File: config.mk
export PLATFORM = sky130hd
export DESIGN_NAME = eg_writer
export DESIGN_NICKNAME = d
export VERILOG_FILES = /design/src/rtl/eg_pkg.sv /design/src/rtl/eg_map.sv /design/src/rtl/eg_len.sv /design/src/rtl/eg_packer.sv /design/src/rtl/eg_writer.sv
export SDC_FILE = /design/constraint.sdc
export NUM_CORES = 1
export LEC_CHECK = 0
export ABC_CLOCK_PERIOD_IN_PS = 10100
export CORE_MARGIN = 2
export CORE_UTILIZATION = 45
export DETAILED_ROUTE_END_ITERATION = 8
export REMOVE_ABC_BUFFERS = 1
export SLEW_MARGIN = 20
export SYNTH_ARGS = -nofsm -noshare
export SYNTH_HDL_FRONTEND = slang
export SYNTH_SLANG_ARGS = --single-unit
File: constraint.sdc
create_clock -name clk -period 10.1 [get_ports clk]
set_clock_uncertainty 0.15 [all_clocks]
set_input_delay 2.02 -clock clk [delete_from_list [all_inputs] [get_ports clk]]
set_output_delay 2.02 -clock clk [all_outputs]
set_load 0.02 [all_outputs]
File: src/rtl/eg_pkg.sv
package eg_pkg;
  localparam int unsigned BYTE_BITS = 8;
  typedef logic [BYTE_BITS-1:0] byte_t;
endpackage

File: src/rtl/eg_map.sv
module eg_map #(
  parameter int unsigned VAL_W = 16
) (
  input  logic             clk,
  input  logic             rst_n,
  input  logic             take,
  input  logic [VAL_W-1:0] value,
  input  logic             is_signed,
  output logic [VAL_W-1:0] num
);
  logic [VAL_W:0] k_ext;
  logic [VAL_W:0] num_wide;
  logic           k_pos;

  always_comb begin
    k_ext = {value[VAL_W-1], value};
    k_pos = !k_ext[VAL_W] && (k_ext != '0);
    if (is_signed) begin
      if (k_pos) num_wide = k_ext << 1;
      else       num_wide = (VAL_W+1)'(1) - (k_ext << 1);
    end else begin
      num_wide = {1'b0, value} + (VAL_W+1)'(1);
    end
    num = num_wide[VAL_W-1:0];
  end

  // an accepted value must stay inside the supported range
  assert_num_fits_R2: assert property (@(posedge clk) disable iff (!rst_n)
    take |-> (!num_wide[VAL_W] && num_wide != '0));
endmodule

File: src/rtl/eg_len.sv
module eg_len #(
  parameter int unsigned VAL_W = 16,
  localparam int unsigned LW = $clog2(2*VAL_W)
) (
  input  logic [VAL_W-1:0] num,
  output logic [LW-1:0]    len
);
  logic [LW-1:0] msb;

  always_comb begin
    msb = '0;
    for (int i = 0; i < VAL_W; i++) begin
      if (num[i]) msb = LW'(i);
    end
    len = (msb << 1) + LW'(1);
  end
endmodule

File: src/rtl/eg_packer.sv
module eg_packer
  import eg_pkg::*;
#(
  parameter int unsigned VAL_W = 16,
  parameter int unsigned PTR_W = 8,
  localparam int unsigned LW = $clog2(2*VAL_W)
) (
  input  logic             clk,
  input  logic             rst_n,
  input  logic             load,
  input  logic [VAL_W-1:0] load_code,
  input  logic [LW-1:0]    load_len,
  input  logic             flush_go,
  input  logic [PTR_W-1:0] end_ptr,
  output logic             busy,
  output logic             full,
  output logic             out_valid,
  output byte_t            out_byte,
  output logic [PTR_W-1:0] wr_ptr
);
  logic [VAL_W-1:0] code_q;
  logic [LW-1:0]    rem_q;
  logic [3:0]       free_q;
  byte_t            part_q;
  logic [LW-1:0]    free_ext;
  logic [LW-1:0]    take;
  byte_t            chunk;
  logic [15:0]      joined;
  logic [3:0]       free_nxt;

  assign busy = (rem_q != '0);
  assign full = (wr_ptr == end_ptr);

  always_comb begin
    free_ext = LW'(free_q);
    take     = (rem_q < free_ext) ? rem_q : free_ext;
    chunk    = byte_t'(code_q >> (rem_q - take)) &
               byte_t'((16'(1) << take) - 16'(1));
    joined   = (16'(part_q) << take) | 16'(chunk);
    free_nxt = free_q - 4'(take);
  end

  always_ff @(posedge clk) begin
    if (!rst_n) begin
      code_q    <= '0;
      rem_q     <= '0;
      free_q    <= 4'(BYTE_BITS);
      part_q    <= '0;
      wr_ptr    <= '0;
      out_valid <= 1'b0;
      out_byte  <= '0;
    end else begin
      out_valid <= 1'b0;
      if (load) begin
        code_q <= load_code;
        rem_q  <= load_len;
      end else if (busy && !full) begin
        rem_q <= rem_q - take;
        if (free_nxt == '0) begin
          out_byte  <= joined[7:0];
          out_valid <= 1'b1;
          part_q    <= '0;
          free_q    <= 4'(BYTE_BITS);
          wr_ptr    <= wr_ptr + PTR_W'(1);
        end else begin
          part_q <= joined[7:0];
          free_q <= free_nxt;
        end
      end else if (flush_go && free_q != 4'(BYTE_BITS)) begin
        out_byte  <= part_q << free_q;
        out_valid <= 1'b1;
        part_q    <= '0;
        free_q    <= 4'(BYTE_BITS);
        wr_ptr    <= wr_ptr + PTR_W'(1);
      end
    end
  end

  // the free-bit counter always names a real bit slot
  assert_free_range_R3: assert property (@(posedge clk) disable iff (!rst_n)
    (free_q != '0) && (free_q <= 4'(BYTE_BITS)));
  // a code in flight always makes progress unless the buffer is full
  assert_progress_R6: assert property (@(posedge clk) disable iff (!rst_n)
    (busy && !full) |=> (rem_q < $past(rem_q)));
  // every byte strobe comes with a single pointer step
  assert_ptr_step_R4: assert property (@(posedge clk) disable iff (!rst_n)
    out_valid |-> (wr_ptr == $past(wr_ptr) + PTR_W'(1)));
  // nothing is written while the buffer is full
  assert_no_write_full_R5: assert property (@(posedge clk) disable iff (!rst_n)
    full |=> !out_valid);
endmodule

File: src/rtl/eg_writer.sv
module eg_writer
  import eg_pkg::*;
#(
  parameter int unsigned VAL_W = 16,
  parameter int unsigned PTR_W = 8
) (
  input  logic             clk,
  input  logic             rst_n,
  input  logic             in_valid,
  output logic             in_ready,
  input  logic [VAL_W-1:0] in_value,
  input  logic             in_signed,
  input  logic             flush,
  input  logic [PTR_W-1:0] end_ptr,
  output logic             out_valid,
  output logic [7:0]       out_byte,
  output logic [PTR_W-1:0] wr_ptr,
  output logic             full
);
  localparam int unsigned LW = $clog2(2*VAL_W);

  logic             accept;
  logic             flush_go;
  logic             busy;
  logic [VAL_W-1:0] map_num;
  logic [VAL_W-1:0] s1_num;
  logic             s1_vld;
  logic [LW-1:0]    s1_len;
  byte_t            byte_w;

  assign in_ready = !s1_vld && !busy && !full;
  assign accept   = in_valid && in_ready;
  assign flush_go = flush && in_ready && !in_valid;
  assign out_byte = byte_w;

  eg_map #(.VAL_W(VAL_W)) u_map (
    .clk(clk), .rst_n(rst_n), .take(accept),
    .value(in_value), .is_signed(in_signed), .num(map_num)
  );

  always_ff @(posedge clk) begin
    if (!rst_n) begin
      s1_vld <= 1'b0;
      s1_num <= '0;
    end else if (accept) begin
      s1_vld <= 1'b1;
      s1_num <= map_num;
    end else if (s1_vld) begin
      s1_vld <= 1'b0;
    end
  end

  eg_len #(.VAL_W(VAL_W)) u_len (.num(s1_num), .len(s1_len));

  eg_packer #(.VAL_W(VAL_W), .PTR_W(PTR_W)) u_pack (
    .clk(clk), .rst_n(rst_n), .load(s1_vld), .load_code(s1_num),
    .load_len(s1_len), .flush_go(flush_go), .end_ptr(end_ptr),
    .busy(busy), .full(full), .out_valid(out_valid),
    .out_byte(byte_w), .wr_ptr(wr_ptr)
  );

  // an accepted value closes the input for the following cycle
  assert_accept_blocks_R6: assert property (@(posedge clk) disable iff (!rst_n)
    accept |=> (s1_vld && !in_ready));
endmodule

# Word level (Yosys, flattened, before mapping)

Index checks and enable logic that the tools add are counted.

Add/sub/neg operators: 7
$mul: 0
Div/mod/pow operators: 0
$lt $le $gt $ge: 1
Equal/unequal tests: 3
Shift operators: 4
Muxes and demuxes: 36
Bitwise logic cells: 4
Reductions and logical operators: 21

Operator list:

| kind                  | count |
|---|---|
| $mux 8                | 9 |
| $mux 4                | 16 |
| $mux 16               | 2 |
| $reduce_bool 17->1    | 1 |
| $add 16x1->16 const B | 1 |
| $shr 16x5->8          | 1 |
| $sub 1x16->16 const A | 1 |
| $mux 5                | 3 |
| $add 8x1->8 const B   | 1 |
| $and 8x8->8           | 1 |
| $eq 8x8->1            | 1 |
| $logic_and 1x1->1     | 8 |
| $or 8x8->8            | 1 |
| $shl 1x5->8 const A   | 1 |
| $shl 8x4->8           | 1 |
| $shl 8x5->8           | 1 |
| $sub 8x2->8 const B   | 1 |
| $add 5x1->5 const B   | 1 |
| $logic_not 1->1       | 5 |
| $lt 5x4->1            | 1 |
| $mux 1                | 5 |
| $reduce_bool 5->1     | 1 |
| $sub 5x5->5           | 1 |
| $logic_not 4->1       | 1 |
| 9 further kinds       | 11 |

Register bits: 67
Bits in latches: 0
Memory bits (writable): 0
Bits in read-only memories: 0
Input bits: 29
Output and inout port bits: 19
Logic and storage cells: 85
Memories: 0

# Logic depth before layout (Yosys ltp)

Gate-level depths: netlist (run 1).

Depth after elaboration: 17
Mapped depth: 19
Gate-level depth less buffers: 16

# By module

A second synthesis (run 1) with hierarchy kept.

Cell total of the unflattened synthesis: 709
Area, all modules: 5809.3 µm²

Modules (own cells, without submodules):

| module    | times used | cells an instance | area an instance (µm²) | seq. area each (µm²) |
|---|---|---|---|---|
| eg_packer | 1          | 472               | 4098.9                 | 1001.0 |
| eg_map    | 1          | 135               | 845.8                  | 0.0 |
| eg_writer | 1          | 75                | 711.9                  | 340.3 |
| eg_len    | 1          | 27                | 152.6                  | 0.0 |

# Worst setup path before layout (run 1)

No wires, ideal clock.

Path type: input -> output
From: input port end_ptr[0]
To: output port in_ready
Arrival: 3.031 ns
Data required time: 7.930 ns
Slack: 4.899 ns
Stages on the path: 5
Path through: xnor2_1 nand4_1 nor2_1 nor2_1 and2_1

Cells in the longest elaborated chain, start to end: 3

Ends and longest elaborated chain:

| element           | RTL line        | source |
|---|---|---|
| from (decl)       | eg_writer.sv:14 | `input logic [PTR_W-1:0] end_ptr,` |
| $eq 8x8->1        | eg_packer.sv:32 | `assign full = (wr_ptr == end_ptr);` |
| named net full    | eg_writer.sv:18 | `output logic full` |
| $logic_not 1->1   | eg_writer.sv:31 | `assign in_ready = !s1_vld && !busy && !full;` |
| $logic_and 1x1->1 | eg_writer.sv:31 |  |
| to (decl)         | eg_writer.sv:10 | `output logic in_ready,` |

The timed path passes the listed nets, and every way through them passes these cells.

# Final worst setup path (run 1)

From: input port end_ptr[2]
To: output port in_ready

Cells in the longest elaborated chain, start to end: 3

Ends and longest elaborated chain:

| element           | RTL line |
|---|---|
| $eq 8x8->1        | eg_packer.sv:32 |
| $logic_not 1->1   | eg_writer.sv:31 |
| $logic_and 1x1->1 | eg_writer.sv:31 |

No other way between the ends.

==> results of run 1 <==
## routing by layer
layer	wire (µm)	share of wire	vias up
met2	7000	0.47	148
met4	508	0.034	0
met3	692	0.046	32
li1	-	-	2559
met1	6740	0.45	2376
met5	0	0	-
## sequential cells by signal, indices dropped and copies added, names as in the netlist
name,count
s1_num,16
u_pack.code_q,16
s1_vld,1
u_pack.out_valid,1
u_pack.free_q,4
u_pack.out_byte,8
u_pack.wr_ptr,8
u_pack.part_q,8
u_pack.rem_q,5
## worst register-to-register path, cell delays in order (launching register included)
cell and delay (ps):
dfxtp_1 730, clkinv_1 540, ha_1 470, inv_1 60
o21ai_2 470, nand2_2 230, a21o_4 330, fa_1 1060
mux2_2 300, nand2_1 50, o21ai_0 160, a21oi_1 110
mux2_2 310, o32ai_1 470, nand2_1 110, a31oi_1 200
## cells in the final DEF (no fill, tap or decap), types with 10 or more instances in the layout
master / Yosys / final
a211oi_1: 16 / 16
a21oi_1: 54 / 54
clkdlybuf4s50_1: 0 / 47
dfxtp_1: 67 / 67
ha_1: 14 / 14
inv_1: 21 / 21
mux2_2: 10 / 10
mux2i_1: 38 / 38
nand2_1: 73 / 73
nand3_1: 30 / 30
nor2_1: 74 / 74
nor3_1: 12 / 12
o21ai_0: 36 / 36
xnor2_1: 23 / 23
xor2_1: 20 / 19
## cell families (layout without fill, tap and decap cells)
kind of cell    after synthesis  in the layout  synth area share
simple gates                257            257             0.232
flops                        67             67             0.250
fa+ha+maj                    16             16            0.0402
xor+xnor                     43             43            0.0703
mux                          57             57             0.126
compound gates              183            183             0.230
buf+inv                      69             94            0.0516
## report_power, final
part           internal (mW)  switching [mW]  leakage (nW)
sequential             0.313          0.0764         0.545
combinational          0.528           0.816          1.57
clock                  0.179           0.112         0.137
total                   1.02            1.00          2.25
## per-stage QoR
step / setup slack [ps] / instances
2_1_floorplan: 4880 / 646
5_1_grt: 3870 / 860
3_5_place_dp: 3980 / 844
3_3_place_gp: 4040 / 844
4_1_cts: 3970 / 860
6_report: 4000 / 860
## area by class of cell
| class | count | area (µm²) |
|---|---|---|
| sequential | 67 | 1340 |
| clock inverter | 2 | 10.0 |
| tap | 143 | 179 |
| fill | 1127 | 5360 |
| inverter | 23 | 88.8 |
| multi-input combinational | 556 | 3750 |
| timing repair buffer | 55 | 531 |
| clock buffer | 14 | 264 |
## final timing paths
check / startpoint / to / slack (ps) / depth (start not counted)
max reg2reg: u_pack.free_q[1]$_SDFFE_PN0P_ / u_pack.out_byte[2]$_SDFFE_PN0P_ / 4270 / 15
max: end_ptr[2] / in_ready / 4000 / 7
min reg2reg: s1_num[0]$_SDFFE_PN0P_ / s1_num[0]$_SDFFE_PN0P_ / 310 / 2
min: s1_num[0]$_SDFFE_PN0P_ / s1_num[0]$_SDFFE_PN0P_ / 310 / 2
==> results.py, run 1 <==
metrics = {
    "worst_setup_path": {
        "crit_arrival_ps": 3930,
        "cp_top_family": "buffers and inverters",
        "critPathKind": "in2out",
        "start_kind": "input port",
        "critPathSlowestCell": "clkdlybuf4s50_1",
        "crit_required_ps": 7930,
        "max_stage_delay_ps": 540,
        "crit_fanout": 6,
        "crit_chain": "clkdlybuf4s50_1 > xnor2_1 > nand4_1 > nor2_1 > nor2_1 > and2_1 > clkdlybuf4s50_1",
        "endpoint_kind": "primary output",
        "cp_num_buf_inv": 2,
    },
    "timing": {
        "relSlewSlack": 0.351,
        "fin_crit_ps": 6100,
        "fin_tns_setup_ps": 0,
        "hold_slack_ps": 314,
        "rsz0062_at_grt": "false",
        "finalCritPeriodShare": 0.604,
        "tightestPinTransition_ps": 973,
        "setup_viol": 0,
        "slew_viol_final": 0,
        "fmax_mhz": 164,
        "hold_viol_final": 0,
    },
    "yosys": {
        "syn_inst": 692,
        "ys_seq_area_frac": 0.250,
        "synth_top_cell_area_share": 0.250,
        "synth.most_common_cell": "nor2_1",
        "avgSynthCellArea_um2": 7.74,
        "ys_warn_count": 0,
        "synth_top_flop_cell": "dfxtp_1",
        "synth_seq_cells": 67,
        "synth-edff-count": 0,
        "syn_area_um2": 5360,
        "ys_types": 78,
        "synthTopCellsByCount": "nor2_1 (74), nand2_1 (73), dfxtp_1 (67), a21oi_1 (54), mux2i_1 (38)",
        "synth_area_leader_cell": "dfxtp_1",
        "synth_area_leaders": "dfxtp_1 (25%), mux2i_1 (7.1%), nor2_1 (5.2%)",
        "synthArstFlopShare": 0,
    },
    "grt": {
        "first_global_vias": 4825,
        "use_met2": 0.381,
        "grt_max_degree": 36,
        "met3_usage": 0.0327,
        "use_met1": 0.314,
        "overflow": 0,
        "grt_pass1_wl_mm": 24.3,
        "track_usage": 0.236,
        "busiest_layer": "met2",
        "antenna_found_initial": 0,
    },
    "power": {
        "cellLeakagePower_nw": 2.25,
        "peakVddDrop_uv": 167,
        "pwr_density_cell_nw_per_um2": 329,
        "p_total_mw": 2.02,
    },
    "finish": {
        "drive_gt1_frac": 0.0934,
        "finalNetCount": 757,
        "areaGrowthSynthToFinish_pct": 15.0,
        "antenna_cells": 0,
        "finish.utilization": 0.535,
        "fin_area_um2": 6160,
    },
    "drt": {
        "postRouteAntennaNets": 0,
        "wl_per_cell_um": 17.4,
        "route.detailed.drc": 0,
        "drt-total-wl_mm": 14.9,
        "routed_via_density": 5.95,
        "drt_iter0_markers": 412,
        "firstDrtPassIters": 5,
        "vias": 5115,
    },
    "die": {
        "start_util": 0.465,
        "io_pins": 48,
        "fp.dieW_um": 113,
        "core-area_um2": 11500,
        "die_area_um2": 12800,
        "rows": 39,
        "die_h_um": 113,
    },
    "clocking": {
        "clock_latency_ps": 340,
        "cts_resized": 0,
        "path_clk_slew_ps": 50,
        "h-tree-depth": 3,
        "cts_made_buffers": 9,
        "cts_setup_buffers": 0,
        "cts_tree": "built",
        "cts_sinks": 67,
        "cts.path.max_buffers": 2,
        "cts_root_buf": "clkbuf_16",
        "postCtsHoldBufs": 0,
    },
    "placement": {
        "dpl-instance-area_um2": 5890,
        "dpl.hpwl_mm": 11.1,
        "place.gp.congestion": 0.940,
        "io_buffer_count": 47,
    },
    "run": {
        "maxCapViolations": 0,
    },
    "status": {
        "status": "finished, final reports clean",
    },
    "worst_hold_path": {
        "min_path_type": "reg2reg",
    },
}
Power figures use the tool's default switching activity.
==> inputs of run 2 (changes only) <==
--- a/config.mk
+++ b/config.mk
@@ -5,7 +5,7 @@
 export SDC_FILE = /design/constraint.sdc
 export NUM_CORES = 1
 export LEC_CHECK = 0
-export ABC_CLOCK_PERIOD_IN_PS = 10100
+export ABC_CLOCK_PERIOD_IN_PS = 6000
 export CORE_MARGIN = 2
 export CORE_UTILIZATION = 45
 export DETAILED_ROUTE_END_ITERATION = 8
==> constraint.sdc (replaced) <==
create_clock -name clk -period 6 [get_ports clk]
set_clock_uncertainty 0.15 [all_clocks]
set_input_delay 1.2 -clock clk [delete_from_list [all_inputs] [get_ports clk]]
set_output_delay 1.2 -clock clk [all_outputs]
set_load 0.02 [all_outputs]
==> run 2 against run 1 <==
Against the previous run:
- wire length is 8.9% higher
- first-iteration DRC count is 27% lower
- count of clock-buffer cells in the layout is 3 lower
- critical path depth is 8 higher
- power is 81% higher
- combinational power is 80% higher
- utilization is 0.86 points higher
- largest cell class unchanged
- largest power group unchanged
==> results.py, run 2 (same netlist as run 1, synthesis figures left out) <==
metrics = {
    "grt": {
        "overflow": 0,
        "grt_pass1_wl_mm": 25.8,
        "track_usage": 0.254,
        "first_global_vias": 4889,
        "antenna_found_initial": 0,
        "grt_max_degree": 34,
    },
    "finish": {
        "antenna_cells": 0,
        "drive_gt1_frac": 0.101,
        "final_common_cell": "nor2_1",
        "reg_top3": "s1_num x16, u_pack.code_q x16",
        "areaGrowthSynthToFinish_pct": 16.8,
        "finalNetCount": 762,
        "final_cell_mix": "nor2_1 (74), nand2_1 (73), dfxtp_1 (67), a21oi_1 (54), clkdlybuf4s50_1 (47)",
        "fin_area_um2": 6260,
        "nFillCells": 1128,
    },
    "worst_setup_path": {
        "critPathSlowestCell": "fa_1",
        "crit_fanout": 19,
        "crit_chain": "inv_1 > ha_1 > o21ai_1 > nand2_1 > nand2_2 > a21o_4 > fa_1 > mux2_2 > nand2_1 > o21ai_0 > mux2_2 > mux2i_1 > o32ai_1 > a22oi_1 > nor2_1",
        "crit_required_ps": 6060,
        "cp_num_buf_inv": 1,
        "max_stage_delay_ps": 1050,
        "endpoint_kind": "flop",
        "start_kind": "flop",
        "cp_top_family": "adder cells",
        "critPathKind": "reg2reg",
        "crit_arrival_ps": 5070,
    },
    "power": {
        "pwr_density_cell_nw_per_um2": 584,
        "cellLeakagePower_nw": 2.31,
        "p_total_mw": 3.66,
        "peakVddDrop_uv": 319,
    },
    "timing": {
        "fmax_mhz": 200,
        "hold_viol_final": 0,
        "setup_ws_ps": 989,
        "relSlewSlack": 0.396,
        "tightestPinTransition_ps": 904,
        "rsz0062_at_grt": "false",
        "fin_tns_setup_ps": 0,
        "slew_viol_final": 0,
        "setup_viol": 0,
        "finalCritPeriodShare": 0.835,
        "fin_crit_ps": 5010,
    },
    "die": {
        "fp.dieW_um": 113,
        "start_util": 0.465,
        "die_area_um2": 12800,
        "io_pins": 48,
        "core-area_um2": 11500,
        "rows": 39,
        "die_h_um": 113,
    },
    "placement": {
        "place_ws_ps": 1080,
        "io_buffer_count": 47,
        "dpl-instance-area_um2": 5920,
        "dpl.hpwl_mm": 12.3,
        "place.gp.congestion": 1.00,
    },
    "drt": {
        "postRouteAntennaNets": 0,
        "route.detailed.drc": 0,
        "wl_per_cell_um": 18.8,
        "firstDrtPassIters": 5,
        "routed_via_density": 6.03,
        "vias": 5218,
        "drt_iter0_markers": 300,
        "drt-total-wl_mm": 16.3,
    },
    "clocking": {
        "h-tree-depth": 3,
        "cts.path.max_buffers": 2,
        "cts_root_buf": "clkbuf_16",
        "clock_latency_ps": 340,
        "path_clk_slew_ps": 60,
        "cts_setup_buffers": 0,
        "postCtsHoldBufs": 0,
        "cts_tree": "built",
        "cts_resized": 0,
        "cts_made_buffers": 9,
        "cts_sinks": 67,
    },
    "run": {
        "maxCapViolations": 0,
    },
    "worst_hold_path": {
        "min_path_type": "reg2reg",
    },
    "status": {
        "status": "finished, final reports clean",
    },
}
## run 2: tightest hold or removal path: stages (launching register included)
cell	delay, ps
dfxtp_1	310
nand2_1	50
a21oi_1	50
## run 2: path summary, 6_finish.rpt
path | from | end | slack [ps] | cells after the start
worst min-delay path | s1_num[0]$_SDFFE_PN0P_ | s1_num[0]$_SDFFE_PN0P_ | 310 | 2
worst max-delay path | u_pack.free_q[2]$_SDFFE_PN0P_ | u_pack.part_q[1]$_SDFFE_PN0P_ | 990 | 15
worst max register to register | u_pack.free_q[2]$_SDFFE_PN0P_ | u_pack.part_q[1]$_SDFFE_PN0P_ | 990 | 15
worst min register to register | s1_num[0]$_SDFFE_PN0P_ | s1_num[0]$_SDFFE_PN0P_ | 310 | 2
## run 2: area by class of cell
class                           count  area (µm²)  share of cell area
Multi-Input combinational cell    556        3740               0.597
Sequential cell                    67        1340               0.214
Timing Repair Buffer               60         568              0.0907
Clock buffer                       11         243              0.0388
Tap cell                          143         179              0.0286
Clock inverter                      5         100              0.0160
Inverter                           23        88.8              0.0142
## run 2: metal layers
| layer | routed length (µm) | vias up | GRT usage |
|---|---|---|---|
| met3 | 879 | 41 | 0.0380 |
| met5 | 0 | - | 0 |
| met2 | 7420 | 167 | 0.398 |
| met4 | 629 | 0 | 0.113 |
| met1 | 7340 | 2452 | 0.346 |
| li1 | - | 2558 | - |
## run 2: where the power goes
group | internal [mW] | switching, mW | leakage, nW
clock network | 0.416 | 0.193 | 0.169
logic | 0.933 | 1.47 | 1.59
registers | 0.528 | 0.114 | 0.545
total | 1.88 | 1.78 | 2.31
## run 2: stage by stage
step,hold slack (ps),util,std cells
6_report,312,0.544,865
5_1_grt,325,0.544,865
4_1_cts,307,0.544,865
3_5_place_dp,299,0.514,849
3_3_place_gp,294,0.514,849
2_1_floorplan,282,-,646
==> inputs of run 3 (changes only) <==
--- a/config.mk
+++ b/config.mk
@@ -5,10 +5,11 @@
 export SDC_FILE = /design/constraint.sdc
 export NUM_CORES = 1
 export LEC_CHECK = 0
-export ABC_CLOCK_PERIOD_IN_PS = 6000
+export ABC_CLOCK_PERIOD_IN_PS = 4600
 export CORE_MARGIN = 2
 export CORE_UTILIZATION = 45
 export DETAILED_ROUTE_END_ITERATION = 8
+export PLACE_DENSITY = 0.67
 export REMOVE_ABC_BUFFERS = 1
 export SLEW_MARGIN = 20
 export SYNTH_ARGS = -nofsm -noshare
==> constraint.sdc (replaced) <==
create_clock -name clk -period 4.6 [get_ports clk]
set_clock_uncertainty 0.15 [all_clocks]
set_input_delay 0.92 -clock clk [delete_from_list [all_inputs] [get_ports clk]]
set_output_delay 0.92 -clock clk [all_outputs]
set_load 0.02 [all_outputs]
==> run 3 against run 2 <==
Against the previous run:
- power grew 29%
- cell area grew 0.62%
- register-to-register slack lost 640 ps
- first-iteration DRC count grew 40%
- largest power group unchanged
- non-clock buffer count grew 14
- worst setup slack lost 640 ps
- fmax grew 18%
==> results.py, run 3 (same netlist as run 1, synthesis figures left out) <==
metrics = {
    "grt": {
        "overflow": 0,
        "first_global_vias": 5089,
        "track_usage": 0.249,
        "grt_pass1_wl_mm": 25.9,
        "grt_max_degree": 30,
        "antenna_found_initial": 0,
    },
    "drt": {
        "firstDrtPassIters": 6,
        "postRouteAntennaNets": 0,
        "route.detailed.drc": 0,
        "vias": 5357,
        "wl_per_cell_um": 17.9,
        "routed_via_density": 6.09,
        "drt-total-wl_mm": 15.7,
        "drt_iter0_markers": 419,
    },
    "finish": {
        "finish.utilization": 0.547,
        "antenna_cells": 0,
        "final_common_cell": "nor2_1",
        "stdcell_count": 879,
        "reg_top3": "s1_num x16, u_pack.code_q x16",
        "final_cell_mix": "nor2_1 (74), nand2_1 (73), dfxtp_1 (67), a21oi_1 (54), clkdlybuf4s50_1 (47)",
        "finalNetCount": 776,
        "areaGrowthSynthToFinish_pct": 17.6,
        "drive_gt1_frac": 0.117,
    },
    "timing": {
        "finalCritPeriodShare": 0.925,
        "rsz0062_at_grt": "false",
        "slew_viol_final": 0,
        "tightestPinTransition_ps": 974,
        "relSlewSlack": 0.350,
        "hold_viol_final": 0,
        "hold_slack_ps": 301,
        "fmax_mhz": 235,
        "fin_tns_setup_ps": 0,
        "fin_crit_ps": 4250,
        "setup_viol": 0,
    },
    "worst_setup_path": {
        "start_kind": "flop",
        "crit_required_ps": 4670,
        "crit_fanout": 14,
        "crit_arrival_ps": 4330,
        "endpoint_kind": "flop",
        "critPathKind": "reg2reg",
    },
    "power": {
        "pwr_density_cell_nw_per_um2": 749,
        "cellLeakagePower_nw": 2.34,
        "peakVddDrop_uv": 469,
    },
    "clocking": {
        "cts_root_buf": "clkbuf_16",
        "cts_sinks": 67,
        "h-tree-depth": 3,
        "cts_tree": "built",
        "cts.path.max_buffers": 2,
        "clock_latency_ps": 330,
        "cts_made_buffers": 9,
        "path_clk_slew_ps": 50,
        "postCtsHoldBufs": 0,
    },
    "placement": {
        "dpl.hpwl_mm": 11.7,
        "place.gp.congestion": 1.05,
        "io_buffer_count": 47,
        "placed_cells": 863,
    },
    "die": {
        "core-area_um2": 11500,
        "die_area_um2": 12800,
        "die_h_um": 113,
        "rows": 39,
        "fp.dieW_um": 113,
        "start_util": 0.465,
        "io_pins": 48,
    },
    "status": {
        "status": "finished, final reports clean",
    },
    "worst_hold_path": {
        "min_path_type": "reg2reg",
    },
    "run": {
        "maxCapViolations": 0,
    },
}
## run 3: routing by layer
| layer | track usage | wire length [µm] | vias to the layer above | share of wire |
|---|---|---|---|---|
| li1 | - | - | 2592 | - |
| met1 | 0.346 | 7320 | 2541 | 0.47 |
| met2 | 0.394 | 7190 | 199 | 0.46 |
| met3 | 0.0439 | 912 | 25 | 0.058 |
| met4 | 0.0805 | 275 | 0 | 0.018 |
| met5 | 0 | 0 | - | 0 |
## run 3: stage by stage
stage	setup slack [ps]	instance area [µm²]	power, mW
final	347	6300	4.72
after global routing	45.9	6300	5.04
after CTS	260	6300	4.65
after detailed placement	317	6020	4.01
after global placement	409	6020	3.98
after floorplan	-233	5170	3.00
## run 3: worst paths after layout
| path | start | to | slack, ps | depth (start not counted) |
|---|---|---|---|---|
| setup / recovery | u_pack.free_q[3]$_SDFFE_PN1P_ | u_pack.out_byte[5]$_SDFFE_PN0P_ | 350 | 15 |
| hold reg to reg | s1_num[0]$_SDFFE_PN0P_ | s1_num[0]$_SDFFE_PN0P_ | 300 | 2 |
| hold / removal | s1_num[0]$_SDFFE_PN0P_ | s1_num[0]$_SDFFE_PN0P_ | 300 | 2 |
| setup reg to reg | u_pack.free_q[3]$_SDFFE_PN1P_ | u_pack.out_byte[5]$_SDFFE_PN0P_ | 350 | 15 |
## run 3: timing repair
action	4_1_cts	5_1_grt
setup endpoints to repair	0	2
buffers inserted	0	0
resized for setup	0	1
## run 3: layout make-up
class | count | area, µm²
sequential | 67 | 1340
inverter | 23 | 88.8
clock buffer | 14 | 264
clock inverter | 2 | 10.0
fill | 1099 | 5220
timing repair buffer | 74 | 673
multi-input combinational | 556 | 3740
tap | 143 | 179
## run 3: report_power, final
part           switching, mW  internal, mW  leakage, nW  total [mW]
sequential             0.115         0.689        0.545       0.804
clock                  0.240         0.392        0.137       0.633
combinational           1.94          1.34         1.66        3.28
## run 3: worst max-delay path, stage by stage (launching register included)
cell and delay, ps:
dfxtp_1 320, inv_1 110, ha_1 280, nor4_4 330, o21a_2 270, nor3_2 70, a21o_4 240, fa_2 760
mux2_2 390, mux2i_1 210, nor2_1 60, a21oi_1 130, mux2_2 150, a2111oi_0 70, a211o_1 360, a31o_1 230
